--- src/rtl/gpio_grp_pkg.sv ---
package gpio_grp_pkg;
  localparam int REG_ADDR_W = 4;

  localparam logic [REG_ADDR_W-1:0] A_DIR      = 4'd0;
  localparam logic [REG_ADDR_W-1:0] A_POL      = 4'd1;
  localparam logic [REG_ADDR_W-1:0] A_VAL      = 4'd2;
  localparam logic [REG_ADDR_W-1:0] A_SET      = 4'd3;
  localparam logic [REG_ADDR_W-1:0] A_CLR      = 4'd4;
  localparam logic [REG_ADDR_W-1:0] A_CAUSE    = 4'd5;
  localparam logic [REG_ADDR_W-1:0] A_MASK     = 4'd6;
  localparam logic [REG_ADDR_W-1:0] A_MASK_ALT = 4'd7;
  localparam logic [REG_ADDR_W-1:0] A_CTRL     = 4'd8;

  localparam logic [31:0] CTRL_RD_BASE = 32'h11FF_0000;
  localparam int          MODE_BIT     = 10;
endpackage

--- src/rtl/gpio_grp_regs.sv ---
module gpio_grp_regs
  import gpio_grp_pkg::*;
#(
  parameter int NPINS  = 32,
  parameter int ADDR_W = REG_ADDR_W
) (
  input  logic              clk,
  input  logic              rst_n,
  input  logic              wr_en,
  input  logic [ADDR_W-1:0] addr,
  input  logic [NPINS-1:0]  wdata,
  input  logic [NPINS-1:0]  value_q,
  input  logic [NPINS-1:0]  cause_q,
  output logic [NPINS-1:0]  dir_q,
  output logic [NPINS-1:0]  pol_q,
  output logic [NPINS-1:0]  mask_q,
  output logic              mode_q,
  output logic              wr_val,
  output logic              wr_set,
  output logic              wr_clr,
  output logic              wr_cause,
  output logic [NPINS-1:0]  rdata
);
  logic wr_dir, wr_pol, wr_mask, wr_ctrl;
  logic [NPINS-1:0] dir_d, pol_d, mask_d;
  logic mode_d;

  // address decode
  always_comb begin
    wr_dir   = wr_en && (addr == A_DIR);
    wr_pol   = wr_en && (addr == A_POL);
    wr_val   = wr_en && (addr == A_VAL);
    wr_set   = wr_en && (addr == A_SET);
    wr_clr   = wr_en && (addr == A_CLR);
    wr_cause = wr_en && (addr == A_CAUSE);
    wr_mask  = wr_en && ((addr == A_MASK) || (addr == A_MASK_ALT));
    wr_ctrl  = wr_en && (addr == A_CTRL);
  end

  // next-state
  always_comb begin
    dir_d  = wr_dir  ? wdata : dir_q;
    pol_d  = wr_pol  ? wdata : pol_q;
    mask_d = wr_mask ? wdata : mask_q;
    mode_d = wr_ctrl ? wdata[MODE_BIT] : mode_q;
  end

  always_ff @(posedge clk or negedge rst_n) begin
    if (!rst_n) begin
      dir_q  <= '0;
      pol_q  <= '0;
      mask_q <= '0;
      mode_q <= 1'b0;
    end else begin
      if (wr_dir)  dir_q  <= dir_d;
      if (wr_pol)  pol_q  <= pol_d;
      if (wr_mask) mask_q <= mask_d;
      if (wr_ctrl) mode_q <= mode_d;
    end
  end

  // read mux
  always_comb begin
    rdata = '0;
    case (addr)
      A_DIR:                rdata = dir_q;
      A_POL:                rdata = pol_q;
      A_VAL:                rdata = value_q;
      A_CAUSE:              rdata = cause_q;
      A_MASK, A_MASK_ALT:   rdata = mask_q;
      A_CTRL: begin
        rdata = NPINS'(CTRL_RD_BASE);
        rdata[MODE_BIT] = mode_q;
      end
      default:              rdata = '0;
    endcase
  end

  // either mask address lands in the shared mask
  p_mask_alias_r10: assert property (@(posedge clk) disable iff (!rst_n)
    (wr_en && (addr == A_MASK_ALT)) |=> (mask_q == $past(wdata)));

  // set and clear addresses read as zero
  p_setclr_rd_zero_r3: assert property (@(posedge clk) disable iff (!rst_n)
    ((addr == A_SET) || (addr == A_CLR)) |-> (rdata == '0));

  // mode bit follows a control write
  p_mode_wr_r7: assert property (@(posedge clk) disable iff (!rst_n)
    (wr_en && (addr == A_CTRL)) |=> (mode_q == $past(wdata[MODE_BIT])));
endmodule

--- src/rtl/gpio_grp_core.sv ---
module gpio_grp_core #(
  parameter int NPINS = 32
) (
  input  logic             clk,
  input  logic             rst_n,
  input  logic [NPINS-1:0] pin_in,
  input  logic [NPINS-1:0] dir_q,
  input  logic [NPINS-1:0] pol_q,
  input  logic             wr_val,
  input  logic             wr_set,
  input  logic             wr_clr,
  input  logic             wr_cause,
  input  logic [NPINS-1:0] wdata,
  output logic [NPINS-1:0] value_q,
  output logic [NPINS-1:0] value_d,
  output logic [NPINS-1:0] cause_q,
  output logic [NPINS-1:0] rise,
  output logic [NPINS-1:0] fall
);
  logic [NPINS-1:0] in_eff, out_d, cause_d;
  logic cause_en;
  logic seen_q;

  always_comb begin
    in_eff = pin_in ^ pol_q;
    rise   = in_eff & ~value_q & ~dir_q;
    fall   = ~in_eff & value_q & ~dir_q;
    if (wr_val)      out_d = wdata;
    else if (wr_set) out_d = value_q | wdata;
    else if (wr_clr) out_d = value_q & ~wdata;
    else             out_d = value_q;
    value_d  = (out_d & dir_q) | (in_eff & ~dir_q);
    cause_d  = (wr_cause ? wdata : cause_q) | rise;
    cause_en = wr_cause || (|rise);
  end

  always_ff @(posedge clk or negedge rst_n) begin
    if (!rst_n) begin
      value_q <= '0;
      cause_q <= '0;
      seen_q  <= 1'b0;
    end else begin
      value_q <= value_d;
      seen_q  <= 1'b1;
      if (cause_en) cause_q <= cause_d;
    end
  end

  // input bits carry the corrected pin level of the previous cycle
  p_input_track_r4: assert property (@(posedge clk) disable iff (!rst_n)
    seen_q |-> ((value_q & ~$past(dir_q)) ==
                (($past(pin_in) ^ $past(pol_q)) & ~$past(dir_q))));

  // output bits hold unless a value, set or clear write happened
  p_out_hold_r2: assert property (@(posedge clk) disable iff (!rst_n)
    (seen_q && !$past(wr_val) && !$past(wr_set) && !$past(wr_clr)) |->
      ((value_q & $past(dir_q)) == ($past(value_q) & $past(dir_q))));

  // every detected rise lands in the cause register
  p_rise_cause_r5: assert property (@(posedge clk) disable iff (!rst_n)
    seen_q |-> ((cause_q & $past(rise)) == $past(rise)));
endmodule

--- src/rtl/gpio_grp_summary.sv ---
module gpio_grp_summary #(
  parameter int NPINS = 32,
  parameter int GRP_W = 8,
  localparam int NGRP = NPINS / GRP_W
) (
  input  logic             clk,
  input  logic             rst_n,
  input  logic [NPINS-1:0] rise,
  input  logic [NPINS-1:0] fall,
  input  logic [NPINS-1:0] mask_q,
  input  logic [NPINS-1:0] value_d,
  input  logic             mode_q,
  input  logic             wr_cause,
  input  logic [NPINS-1:0] wdata,
  output logic [NGRP-1:0]  sum_q
);
  for (genvar g = 0; g < NGRP; g++) begin : g_grp
    logic set_g, clr_edge, clr_lvl, sum_d, sum_en;

    always_comb begin
      set_g    = |(rise[g*GRP_W +: GRP_W] & mask_q[g*GRP_W +: GRP_W]);
      clr_edge = !mode_q && wr_cause && (wdata[g*GRP_W +: GRP_W] == '0);
      clr_lvl  = mode_q && (|fall[g*GRP_W +: GRP_W]) &&
                 (value_d[g*GRP_W +: GRP_W] == '0);
      sum_en   = set_g || clr_edge || clr_lvl;
      sum_d    = set_g;
    end

    always_ff @(posedge clk or negedge rst_n) begin
      if (!rst_n)      sum_q[g] <= 1'b0;
      else if (sum_en) sum_q[g] <= sum_d;
    end

    // a masked rise raises this group's line
    p_masked_rise_r6: assert property (@(posedge clk) disable iff (!rst_n)
      (|(rise[g*GRP_W +: GRP_W] & mask_q[g*GRP_W +: GRP_W])) |=> sum_q[g]);

    // in edge mode only a cause write may lower the line
    p_edge_hold_r8: assert property (@(posedge clk) disable iff (!rst_n)
      (sum_q[g] && !mode_q && !wr_cause) |=> sum_q[g]);

    // in level mode only a falling input may lower the line
    p_level_hold_r9: assert property (@(posedge clk) disable iff (!rst_n)
      (sum_q[g] && mode_q && !(|fall[g*GRP_W +: GRP_W])) |=> sum_q[g]);
  end
endmodule

--- src/rtl/gpio_grp_irq.sv ---
module gpio_grp_irq
  import gpio_grp_pkg::*;
#(
  parameter int NPINS  = 32,
  parameter int GRP_W  = 8,
  parameter int ADDR_W = REG_ADDR_W,
  localparam int NGRP  = NPINS / GRP_W
) (
  input  logic              clk,
  input  logic              rst_n,
  input  logic              bus_wr,
  input  logic [ADDR_W-1:0] bus_addr,
  input  logic [NPINS-1:0]  bus_wdata,
  output logic [NPINS-1:0]  bus_rdata,
  input  logic [NPINS-1:0]  pin_in,
  output logic [NPINS-1:0]  pin_out,
  output logic [NGRP-1:0]   irq_sum
);
  logic rst_meta_q, rst_sync_n;
  logic [NPINS-1:0] dir_q, pol_q, mask_q, value_q, value_d, cause_q, rise, fall;
  logic mode_q, wr_val, wr_set, wr_clr, wr_cause;

  // asynchronous assert, synchronous release
  always_ff @(posedge clk or negedge rst_n) begin
    if (!rst_n) begin
      rst_meta_q <= 1'b0;
      rst_sync_n <= 1'b0;
    end else begin
      rst_meta_q <= 1'b1;
      rst_sync_n <= rst_meta_q;
    end
  end

  gpio_grp_regs #(.NPINS(NPINS), .ADDR_W(ADDR_W)) u_regs (
    .clk(clk), .rst_n(rst_sync_n), .wr_en(bus_wr), .addr(bus_addr),
    .wdata(bus_wdata), .value_q(value_q), .cause_q(cause_q),
    .dir_q(dir_q), .pol_q(pol_q), .mask_q(mask_q), .mode_q(mode_q),
    .wr_val(wr_val), .wr_set(wr_set), .wr_clr(wr_clr), .wr_cause(wr_cause),
    .rdata(bus_rdata)
  );

  gpio_grp_core #(.NPINS(NPINS)) u_core (
    .clk(clk), .rst_n(rst_sync_n), .pin_in(pin_in), .dir_q(dir_q),
    .pol_q(pol_q), .wr_val(wr_val), .wr_set(wr_set), .wr_clr(wr_clr),
    .wr_cause(wr_cause), .wdata(bus_wdata), .value_q(value_q),
    .value_d(value_d), .cause_q(cause_q), .rise(rise), .fall(fall)
  );

  gpio_grp_summary #(.NPINS(NPINS), .GRP_W(GRP_W)) u_sum (
    .clk(clk), .rst_n(rst_sync_n), .rise(rise), .fall(fall),
    .mask_q(mask_q), .value_d(value_d), .mode_q(mode_q),
    .wr_cause(wr_cause), .wdata(bus_wdata), .sum_q(irq_sum)
  );

  assign pin_out = value_q;

  // summaries are low while reset is held
  p_reset_low_r1: assert property (@(posedge clk)
    !rst_sync_n |-> (irq_sum == '0));
endmodule

--- config.mk ---
export PLATFORM = sky130hd
export DESIGN_NAME = gpio_grp_irq
export DESIGN_NICKNAME = d
export VERILOG_FILES = /design/src/rtl/gpio_grp_pkg.sv /design/src/rtl/gpio_grp_regs.sv /design/src/rtl/gpio_grp_core.sv /design/src/rtl/gpio_grp_summary.sv /design/src/rtl/gpio_grp_irq.sv
export SDC_FILE = /design/constraint.sdc
export NUM_CORES = 1
export LEC_CHECK = 0
export ABC_AREA = 1
export BUFFER_PORTS_ARGS = -buffer_cell sky130_fd_sc_hd__buf_2
export CAP_MARGIN = 30
export CORE_ASPECT_RATIO = 1.1
export CORE_MARGIN = 10
export CORE_UTILIZATION = 25
export DETAILED_ROUTE_END_ITERATION = 10
export SETUP_SLACK_MARGIN = 0.1
export SYNTH_ARGS = -nofsm -noshare
export SYNTH_HDL_FRONTEND = slang
export SYNTH_SLANG_ARGS = --single-unit
--- constraint.sdc ---
create_clock -name clk -period 4.7 [get_ports clk]
set_clock_uncertainty 0.05 [all_clocks]
set_input_delay 0.705 -clock clk [delete_from_list [all_inputs] [get_ports clk]]
set_output_delay 0.705 -clock clk [all_outputs]
set_load 0.005 [all_outputs]
==> results of run 1 <==
## sequential cells by signal, summed over array words and instances, names as in the netlist
name            flops
u_regs.mask_q      32
u_core.value_q     32
u_core.cause_q     32
u_regs.dir_q       32
rst_meta_q          1
u_sum.sum_q         4
u_regs.pol_q       32
rst_sync_n          1
u_regs.mode_q       1
## worst max-delay path, delay by kind of cell
family / cells / cell delay (ns)
buffers and inverters: 4 / 0.86
and+or+nand+nor: 3 / 0.78
AOI/OAI and AO/OA: 2 / 0.24
## cell usage in the layout, fill, tap and decap left out, types with 15 or more instances in the layout
cell	Yosys	final
nand4_1	28	28
inv_1	143	143
xnor2_1	21	21
o22ai_1	18	18
o211ai_1	30	30
o21ai_0	153	153
dfrtp_1	167	166
nand2_1	329	326
buf_4	1	15
a21oi_1	40	40
nand3_1	43	43
buf_2	12	138
a221oi_1	32	32
clkbuf_16	0	17
nor2_1	80	80
## per-layer routing
layer / routed length [um] / part of all wire, % / up-vias
met4: 1060 / 3.1 / 6
met5: 34 / 0.10 / -
li1: - / - / 4178
met2: 16700 / 49 / 290
met1: 13800 / 41 / 4147
met3: 2180 / 6.4 / 58
## power breakdown
| group | internal [uW] | switching (uW) |
|---|---|---|
| registers | 1750 | 338 |
| logic | 500 | 768 |
| clock network | 837 | 632 |
## cell type report
class,count,area [um^2],share of cell area (%)
antenna,2,5.00,0.0463
clock buffer,17,425,3.93
clock inverter,14,175,1.62
inverter,148,556,5.14
multi-input combinational,820,4040,37.3
sequential,167,4180,38.7
tap,481,602,5.56
timing repair buffer,155,833,7.70
## cell usage after synthesis (2+ instances only)
library cell  instances
a21oi_1              40
a221oi_1             32
buf_2                12
clkbuf_1             34
dfrtp_1             167
inv_1               143
inv_2                 4
nand2_1             329
nand2_2               2
nand3_1              43
nand3_2               2
nand4_1              28
nor2_1               80
nor2_2                4
nor2_4                2
nor3_1               10
o2111ai_1             3
o211ai_1             30
o21ai_0             153
o21ai_1               3
o22ai_1              18
o31a_1                4
or2_2                 2
xnor2_1              21
xor2_1               11
## kinds of logic (layout without fill, tap and decap cells)
kind of cell / after synthesis / count (layout) / share of synthesized area [%]
AND/OR/NAND/NOR: 502 / 502 / 23.1
XOR/XNOR: 32 / 32 / 3.12
flip-flops: 167 / 167 / 46.6
other: 1 / 3 / 0.0418
AO/OA/AOI/OAI: 285 / 285 / 18.7
buffers and inverters: 196 / 334 / 8.49
## how the worst min path moves through the flow
stage,from,endpoint
final,rst_sync_n,u_regs.pol_q[22]
after global routing,rst_meta_q,rst_sync_n
after CTS,rst_meta_q,rst_sync_n
after detailed placement,rst_meta_q,rst_sync_n
after global placement,rst_meta_q,rst_sync_n
after floorplan,rst_meta_q,rst_sync_n
## through the flow
step,instance area [um^2],util (%)
6_report,10800,30.6
5_1_grt,10800,30.6
4_1_cts,10800,30.6
3_5_place_dp,10200,28.9
3_3_place_gp,10200,28.9
2_1_floorplan,8970,-
## what timing repair did
item,CTS,global route
hold buffers,1,0
resized for setup,0,0
hold endpoints to repair,2,0
==> results.tsv, run 1 <==
stage	metric	value	unit
detailed_routing	final WL	33800	um
setup_path	CP max stage delay	0.44	ns
synth	Yosys cell types	31	
setup_path	CP max FO	27	
timing	Total Neg Setup Slack	0	ns
floorplanning	DIE WIDTH	201	um
cts	Worst-path clk slew	0.07	ns
detailed_routing	vias per std cell	4.81	
setup_path	Worst Setup End Kind	output port	
cts	Clock Tree Buf Depth	2	
global_routing	Most Crowded Layer GR	met2	
detailed_routing	Vias	8679	
cts	Clock Tree Root	clkbuf_16	
cts	Clock Latency Late Sink	0.45	ns
floorplanning	Core Box Area	35300	um^2
global_routing	antenna violations before repair	5	
synth	leading area contributor after synthesis	dfrtp_1	
detailed_routing	Pre-antenna DRT Iters	8	
synth	Yosys Warn Count	0	
global_routing	largest net degree at the start of global routing	88	
setup_path	Worst R2R Start	u_regs.mode_q	
pwr	worst vdd ir	0.238	mV
setup_path	Critical Path RT	3.94	ns
detailed_routing	routed len/inst	18.7	um
timing	RSZ-0062 raised after global routing	no	
pwr	Final Power	4820	uW
timing	fin crit share	71.5	%
synth	post-synthesis cell count	1183	
finish	Area Overhead vs Synth	20.6	%
floorplanning	I/O Pins	139	
setup_path	worst path cell trace	buf_2 -> nor2_2 -> inv_1 -> nor2_2 -> inv_2 -> nor2_1 -> a221oi_1 -> o2111ai_1 -> buf_2	
timing	Tmin final	3.36	ns
cts	CTS Buf Count	17	
synth	Post-Syn Nets	1254	
setup_path	Worst path slowest cell	nor2_2	
cts	clock sinks	167	
detailed_routing	initial DRC count	660	
placement	GPL Wtd Cong	0.871	
synth	mean post-synth cell area	7.58	um^2
synth	Seq cells post-synth	167	
synth	Main synth FF type	dfrtp_1	
placement	Setup WS pre-CTS	1.32	ns
cts	CTS tree	yes	
timing	worst-margin pin slew	0.805	ns
global_routing	GR Layer Usage met1	17.9	%
run_status	status	finished clean	
cts	H-tree levels	4	
synth	number of enable flip-flop cells after synthesis	0	
setup_path	CP startpoint kind	input port	
global_routing	vias in the first global route	8793	
placement	IO buf count	138	
synth	Synth async-reset ratio	100	%
setup_path	Setup crit end	bus_rdata[10]	
setup_path	critical path type	in2out	
global_routing	GRT Util Overall	15.3	%
timing	Final setup viols	0	
setup_path	setup slack, reg-to-reg	3.07	ns
global_routing	global routing met3 resource utilization	3.62	%
timing	final hold slack	0.306	ns
pwr	cell area power density	446	nW/um^2
timing	final slew viol count	0	
setup_path	Setup crit start	bus_addr[3]	
timing	worst setup margin	1.34	ns
synth	sequential share of the synthesized area	46.6	%
setup_path	CP arrival	2.61	ns
floorplanning	Die Y	219	um
detailed_routing	Post-route DRC	0	
setup_path	R2R cell count	5	
synth	mapped cell area	8970	um^2
flow_run	max_cap viols	0	
detailed_routing	antenna-violating nets left	0	
cts	Post-CTS Repair Setup Buffers	0	
placement	Detailed Place HPWL	23400	um
hold_path	Hold WC Path Type	reg2async	
global_routing	aggregate global routing overflow	0	
finish	layout cells sized above 1	15.5	%
global_routing	M2 GR Usage	26.4	%
finish	fillers	3878	
timing	endpoints failing hold	0	
setup_path	FF-to-FF End	u_sum.sum_q[0]	
floorplanning	DIE AREA	43900	um^2
timing	slew margin rel.	46.3	%
pwr	leak pwr	0.00524	uW
floorplanning	Initial Util	25.4	%
synth	Area contributors post-synth	dfrtp_1 (47%), nand2_1 (14%), o21ai_0 (8.5%)	
placement	Placed Cells	1770	
finish	# nets final	1380	
global_routing	first-pass GRT wire length	52000	um
floorplanning	Site Rows	72	
finish	Layout Cells excl Fill	1804	
timing	fmax	297	MHz
synth	Yosys top cell area share	46.6	%
(Power assumes the default switching activity.)
==> inputs of run 2 (changes only) <==
==> constraint.sdc (replaced) <==
create_clock -name clk -period 2.7 [get_ports clk]
set_clock_uncertainty 0.05 [all_clocks]
set_input_delay 0.405 -clock clk [delete_from_list [all_inputs] [get_ports clk]]
set_output_delay 0.405 -clock clk [all_outputs]
set_load 0.005 [all_outputs]
==> run 2 against run 1 <==
Register-to-register slack got worse by 2.0 ns; global-route usage is 0.070 points lower; critical endpoint is now bus_rdata[2]; sequential power grew 75%; largest cell class unchanged.
==> results.tsv, run 2 (synthesis results as in run 1) <==
stage	metric	value	unit
run_status	status	finished clean	
detailed_routing	Pre-antenna DRT Iters	5	
timing	final hold slack	0.205	ns
pwr	leak pwr	0.00536	uW
cts	Worst-path clk slew	0.07	ns
detailed_routing	routed len/inst	18.7	um
setup_path	Worst path depth	10	
timing	fmax	418	MHz
setup_path	setup slack, reg-to-reg	1.07	ns
finish	final core occ	31.2	%
floorplanning	Initial Util	25.4	%
placement	Placed Cells	1789	
floorplanning	DIE AREA	43900	um^2
cts	clock sinks	167	
timing	slew margin rel.	57.7	%
finish	most frequent cells in the layout	nand2_1 (326), dfrtp_1 (166), o21ai_0 (153)	
detailed_routing	final WL	34100	um
pwr	cell area power density	757	nW/um^2
pwr	Final Power	8330	uW
timing	worst-margin pin slew	0.633	ns
setup_path	CP max FO	11	
placement	GPL Wtd Cong	0.871	
global_routing	largest net degree at the start of global routing	65	
setup_path	Worst R2R Start	u_regs.mode_q	
placement	Detailed Place HPWL	24600	um
flow_run	max_cap viols	0	
floorplanning	Core Box Area	35300	um^2
finish	commonest non-fill, non-tap cell in the layout	nand2_1	
setup_path	Setup crit end	bus_rdata[2]	
global_routing	first-pass GRT wire length	52100	um
timing	Total Neg Setup Slack	0	ns
floorplanning	Die Y	219	um
finish	# nets final	1399	
detailed_routing	vias per std cell	4.85	
pwr	P_sw	3080	uW
pwr	worst vdd ir	0.387	mV
setup_path	Worst path slowest cell	buf_4	
detailed_routing	initial DRC count	802	
pwr	sequential share of power	43.5	%
pwr	Clk pwr share	29.4	%
detailed_routing	Post-route DRC	0	
finish	Layout Cells excl Fill	1825	
cts	Clock Tree Root	clkbuf_16	
pwr	Net Sw Frac	37.0	%
timing	final slew viol count	0	
global_routing	vias in the first global route	8790	
setup_path	Worst Setup End Kind	output port	
finish	layout cells sized above 1	16.8	%
setup_path	R2R cell count	5	
floorplanning	I/O Pins	139	
global_routing	GRT Util Overall	15.3	%
setup_path	worst path cell trace	buf_2 -> nor2_2 -> inv_1 -> nor2_2 -> inv_2 -> buf_4 -> nor2_1 -> a221oi_1 -> nand3_1 -> buf_2	
cts	Clock Tree Buf Depth	2	
cts	Clock Latency Late Sink	0.45	ns
setup_path	CP startpoint kind	input port	
placement	IO buf count	138	
cts	CTS Buf Count	17	
global_routing	antenna violations before repair	2	
finish	fillers	3863	
cts	CTS tree	yes	
setup_path	CP arrival	1.94	ns
hold_path	Hold WC Path Type	in2async	
timing	Final setup viols	0	
floorplanning	DIE WIDTH	201	um
setup_path	critical path type	in2out	
cts	Resized cells post-CTS	0	
detailed_routing	antenna-violating nets left	0	
timing	fin crit share	88.7	%
timing	RSZ-0062 raised after global routing	no	
finish	Area Overhead vs Synth	22.7	%
pwr	part of the power in combinational logic	27.0	%
setup_path	worst path buffer plus inverter count	5	
setup_path	CP max stage delay	0.26	ns
cts	H-tree levels	4	
pwr	Power Internal	5250	uW
setup_path	FF-to-FF End	u_sum.sum_q[0]	
floorplanning	Site Rows	72	
global_routing	aggregate global routing overflow	0	
timing	Tmin final	2.39	ns
timing	endpoints failing hold	0	
setup_path	cell family with most CP delay	buffers and inverters	
detailed_routing	Vias	8852	
setup_path	Critical Path RT	2.25	ns
setup_path	Setup crit start	bus_addr[3]	
## run 2: changes by cell type in the layout (fill, tap and decap cells not counted), sizes merged
| cell | change |
|---|---|
| buf | +19 |
| clkinv | +4 |
| clkinvlp | -4 |
| bufinv | -2 |
| inv | +2 |
| clkbuf | +1 |
| diode | +1 |
## run 2: what timing repair did
action                                 in CTS  in global routing
setup buffers                               0                  0
endpoints found under the hold margin       2                  0
hold buffers                                1                  0
## run 2: per-layer routing
layer / track usage, % / up-vias / wire length [um]
li1: - / 4215 / -
met1: 18.5 / 4261 / 14400
met2: 26.1 / 318 / 16800
met3: 2.89 / 56 / 1910
met4: 6.52 / 2 / 1040
met5: 0 / - / 20
## run 2: layout make-up
class                   count  area (um^2)  share of cell area (%)
flip-flops and latches    167         4180                    38.0
clock inverters            14          140                    1.27
well taps                 481          602                    5.47
repair buffers            174         1040                    9.44
multi-input cells         820         4040                    36.7
clock buffers              18          439                    3.99
diodes                      3         7.51                  0.0682
inverters                 148          556                    5.05
## run 2: power groups by stage
stage               sequential [uW]  combinational [uW]  clock [uW]
global route                   3710                2580        2570
detailed placement             3660                2260           0
floorplan                      3530                1410           0
global placement               3640                2230           0
finish                         3630                2250        2450
CTS                            3620                2270        2490
## run 2: how the worst min path moves through the flow
stage          startpoint         end  slack, ns
2_1_floorplan       rst_n  rst_meta_q       0.06
3_3_place_gp        rst_n  rst_meta_q       0.14
3_5_place_dp        rst_n  rst_meta_q       0.14
4_1_cts             rst_n  rst_sync_n       0.20
5_1_grt             rst_n  rst_sync_n       0.22
6_report            rst_n  rst_sync_n       0.20
## run 2: worst register-to-register path: stages (launching register included)
cell	delay, ns
dfrtp_1	0.55
inv_1	0.20
nand2_1	0.27
o31a_1	0.32
nand2_1	0.06
nand2_1	0.05
## run 2: metrics by stage
| stage | setup WS [ns] | area (um^2) |
|---|---|---|
| floorplan | 0.749 | 8970 |
| global placement | 0.303 | 10400 |
| detailed placement | 0.280 | 10400 |
| CTS | 0.274 | 11000 |
| global route | 0.162 | 11000 |
| finish | 0.305 | 11000 |
==> inputs of run 3 (changes only) <==
--- a/config.mk
+++ b/config.mk
@@ -6,12 +6,12 @@
 export NUM_CORES = 1
 export LEC_CHECK = 0
 export ABC_AREA = 1
-export BUFFER_PORTS_ARGS = -buffer_cell sky130_fd_sc_hd__buf_2
 export CAP_MARGIN = 30
 export CORE_ASPECT_RATIO = 1.1
 export CORE_MARGIN = 10
 export CORE_UTILIZATION = 25
 export DETAILED_ROUTE_END_ITERATION = 10
+export DONT_BUFFER_PORTS = 1
 export SETUP_SLACK_MARGIN = 0.1
 export SYNTH_ARGS = -nofsm -noshare
 export SYNTH_HDL_FRONTEND = slang
==> run 3 against run 2 <==
Fmax increased by 10%; non-clock buffer count shrank 137; cell area is 5.4% lower; via count fell by 5.9%; die area unchanged; sequential share of layout area grew 2.2 points; sequential power is 2% higher; setup slack improved by 0.22 ns; first-iteration DRC count shrank 4.7%; wire length is 0.33% higher; global-route usage increased by 0.33 points; power rose by 0.77%; largest power group unchanged; highest routed layer is now met4.
==> results.tsv, run 3 (synthesis results as in run 1) <==
stage	metric	value	unit
timing	final hold slack	0.0651	ns
timing	worst-margin pin slew	0.751	ns
pwr	Net Sw Frac	35.3	%
floorplanning	Core Box Area	35300	um^2
setup_path	worst path cell trace	inv_1 -> o2111ai_1	
setup_path	CP arrival	1.72	ns
global_routing	aggregate global routing overflow	0	
hold_path	hold depth	2	
detailed_routing	Pre-antenna DRT Iters	5	
finish	most frequent cells in the layout	nand2_1 (326), dfrtp_1 (166), o21ai_0 (153)	
cts	Post-CTS Repair Setup Buffers	0	
pwr	Power Internal	5430	uW
setup_path	R2R cell count	5	
setup_path	CP startpoint kind	flop	
pwr	part of the power in combinational logic	22.6	%
floorplanning	I/O Pins	139	
timing	final slew viol count	0	
cts	Clock Tree Root	clkbuf_16	
setup_path	Worst path slowest cell	dfrtp_1	
timing	Final setup viols	0	
setup_path	cell family with most CP delay	flip-flops	
detailed_routing	Post-route DRC	0	
timing	Total Neg Setup Slack	0	ns
placement	Detailed Place HPWL	25200	um
cts	CTS Buf Count	17	
setup_path	critical path type	reg2out	
timing	fin crit share	80.6	%
setup_path	Critical Path RT	2.25	ns
run_status	status	finished clean	
cts	clock sinks	167	
placement	GPL Wtd Cong	0.873	
setup_path	setup slack, reg-to-reg	0.96	ns
global_routing	vias in the first global route	8162	
detailed_routing	Vias	8333	
cts	Worst-path clk slew	0.06	ns
hold_path	Hold WC Path Type	in2reg	
floorplanning	DIE WIDTH	201	um
setup_path	worst path buffer plus inverter count	1	
pwr	leak pwr	0.00482	uW
pwr	Clk pwr share	33.1	%
finish	commonest non-fill, non-tap cell in the layout	nand2_1	
setup_path	CP max stage delay	0.67	ns
setup_path	FF-to-FF End	u_sum.sum_q[0]	
finish	# nets final	1262	
cts	Resized cells post-CTS	0	
global_routing	largest net degree at the start of global routing	64	
finish	Area Overhead vs Synth	16.0	%
timing	Tmin final	2.18	ns
finish	ANT cells	0	
flow_run	max_cap viols	0	
pwr	cell area power density	806	nW/um^2
finish	layout cells sized above 1	6.98	%
timing	fmax	459	MHz
setup_path	CP max FO	6	
floorplanning	Initial Util	25.4	%
placement	IO buf count	0	
cts	Clock Latency Late Sink	0.46	ns
timing	endpoints failing hold	0	
floorplanning	Die Y	219	um
setup_path	Worst R2R Start	u_regs.mode_q	
global_routing	first-pass GRT wire length	52100	um
cts	CTS tree	yes	
detailed_routing	vias per std cell	4.95	
detailed_routing	antenna-violating nets left	0	
global_routing	GRT Util Overall	15.6	%
hold_path	Worst Hold Endpoint	u_core.cause_q[31]	
detailed_routing	routed len/inst	20.3	um
timing	slew margin rel.	49.9	%
pwr	worst vdd ir	0.356	mV
timing	RSZ-0062 raised after global routing	no	
pwr	P_sw	2960	uW
floorplanning	Site Rows	72	
setup_path	Worst Setup End Kind	output port	
hold_path	Hold Startpoint	bus_wdata[31]	
floorplanning	DIE AREA	43900	um^2
pwr	sequential share of power	44.3	%
detailed_routing	initial DRC count	764	
global_routing	antenna violations before repair	0	
detailed_routing	final WL	34200	um
cts	H-tree levels	4	
cts	Clock Tree Buf Depth	2	
run 3: routing by layer:
metal	GRT usage [%]	wire length, um	share of wire (%)	up-vias
met3	4.60	2890	8.4	50
met1	18.5	13700	40	4008
li1	-	-	-	3944
met5	0	0	0	-
met2	26.0	16700	49	331
met4	6.39	969	2.8	0
run 3: through the flow:
| stage | setup WS (ns) | area [um^2] | util (%) | instances | total power, uW |
|---|---|---|---|---|---|
| floorplan | 0.749 | 8970 | - | 1183 | 4950 |
| global placement | 0.573 | 9740 | 27.6 | 1651 | 5610 |
| detailed placement | 0.563 | 9740 | 27.6 | 1651 | 5660 |
| CTS | 0.463 | 10400 | 29.5 | 1685 | 8450 |
| global route | 0.386 | 10400 | 29.5 | 1685 | 8960 |
| finish | 0.523 | 10400 | 29.5 | 1685 | 8390 |
run 3: power groups by stage:
stage | combinational, uW | sequential (uW) | clock [uW]
after floorplan | 1410 | 3530 | 0
after global placement | 1860 | 3750 | 0
after detailed placement | 1890 | 3760 | 0
after CTS | 1910 | 3720 | 2830
after global routing | 2210 | 3810 | 2940
final | 1900 | 3720 | 2780
run 3: area by class of cell:
cell class | instances | area [um^2]
multi-input combinational | 820 | 4040
clock inverter | 11 | 199
sequential | 167 | 4180
timing repair buffer | 37 | 383
clock buffer | 21 | 450
tap | 481 | 602
inverter | 148 | 556
fill | 3823 | 24900
run 3: what timing repair did:
item / CTS / global route
endpoints found under the setup margin: 0 / 0
endpoints found under the hold margin: 3 / 0
hold buffers: 2 / 0
run 3: worst max path at each step:
stage	slack (ns)	endpoint	startpoint	cells past startpoint
finish	0.52	bus_rdata[10]	u_regs.mode_q	2
floorplan	0.75	bus_rdata[19]	bus_addr[2]	9
global route	0.39	bus_rdata[10]	u_regs.mode_q	2
global placement	0.57	bus_rdata[10]	bus_addr[3]	8
detailed placement	0.56	bus_rdata[10]	bus_addr[3]	8
CTS	0.46	bus_rdata[10]	u_regs.mode_q	2
run 3: worst reg2reg max path, delay by kind of cell (launching register included):
kind / cells / cell delay [ns]
and+or+nand+nor: 3 / 0.43
AOI/OAI and AO/OA: 1 / 0.34
buffers and inverters: 1 / 0.23
DFF: 1 / 0.58
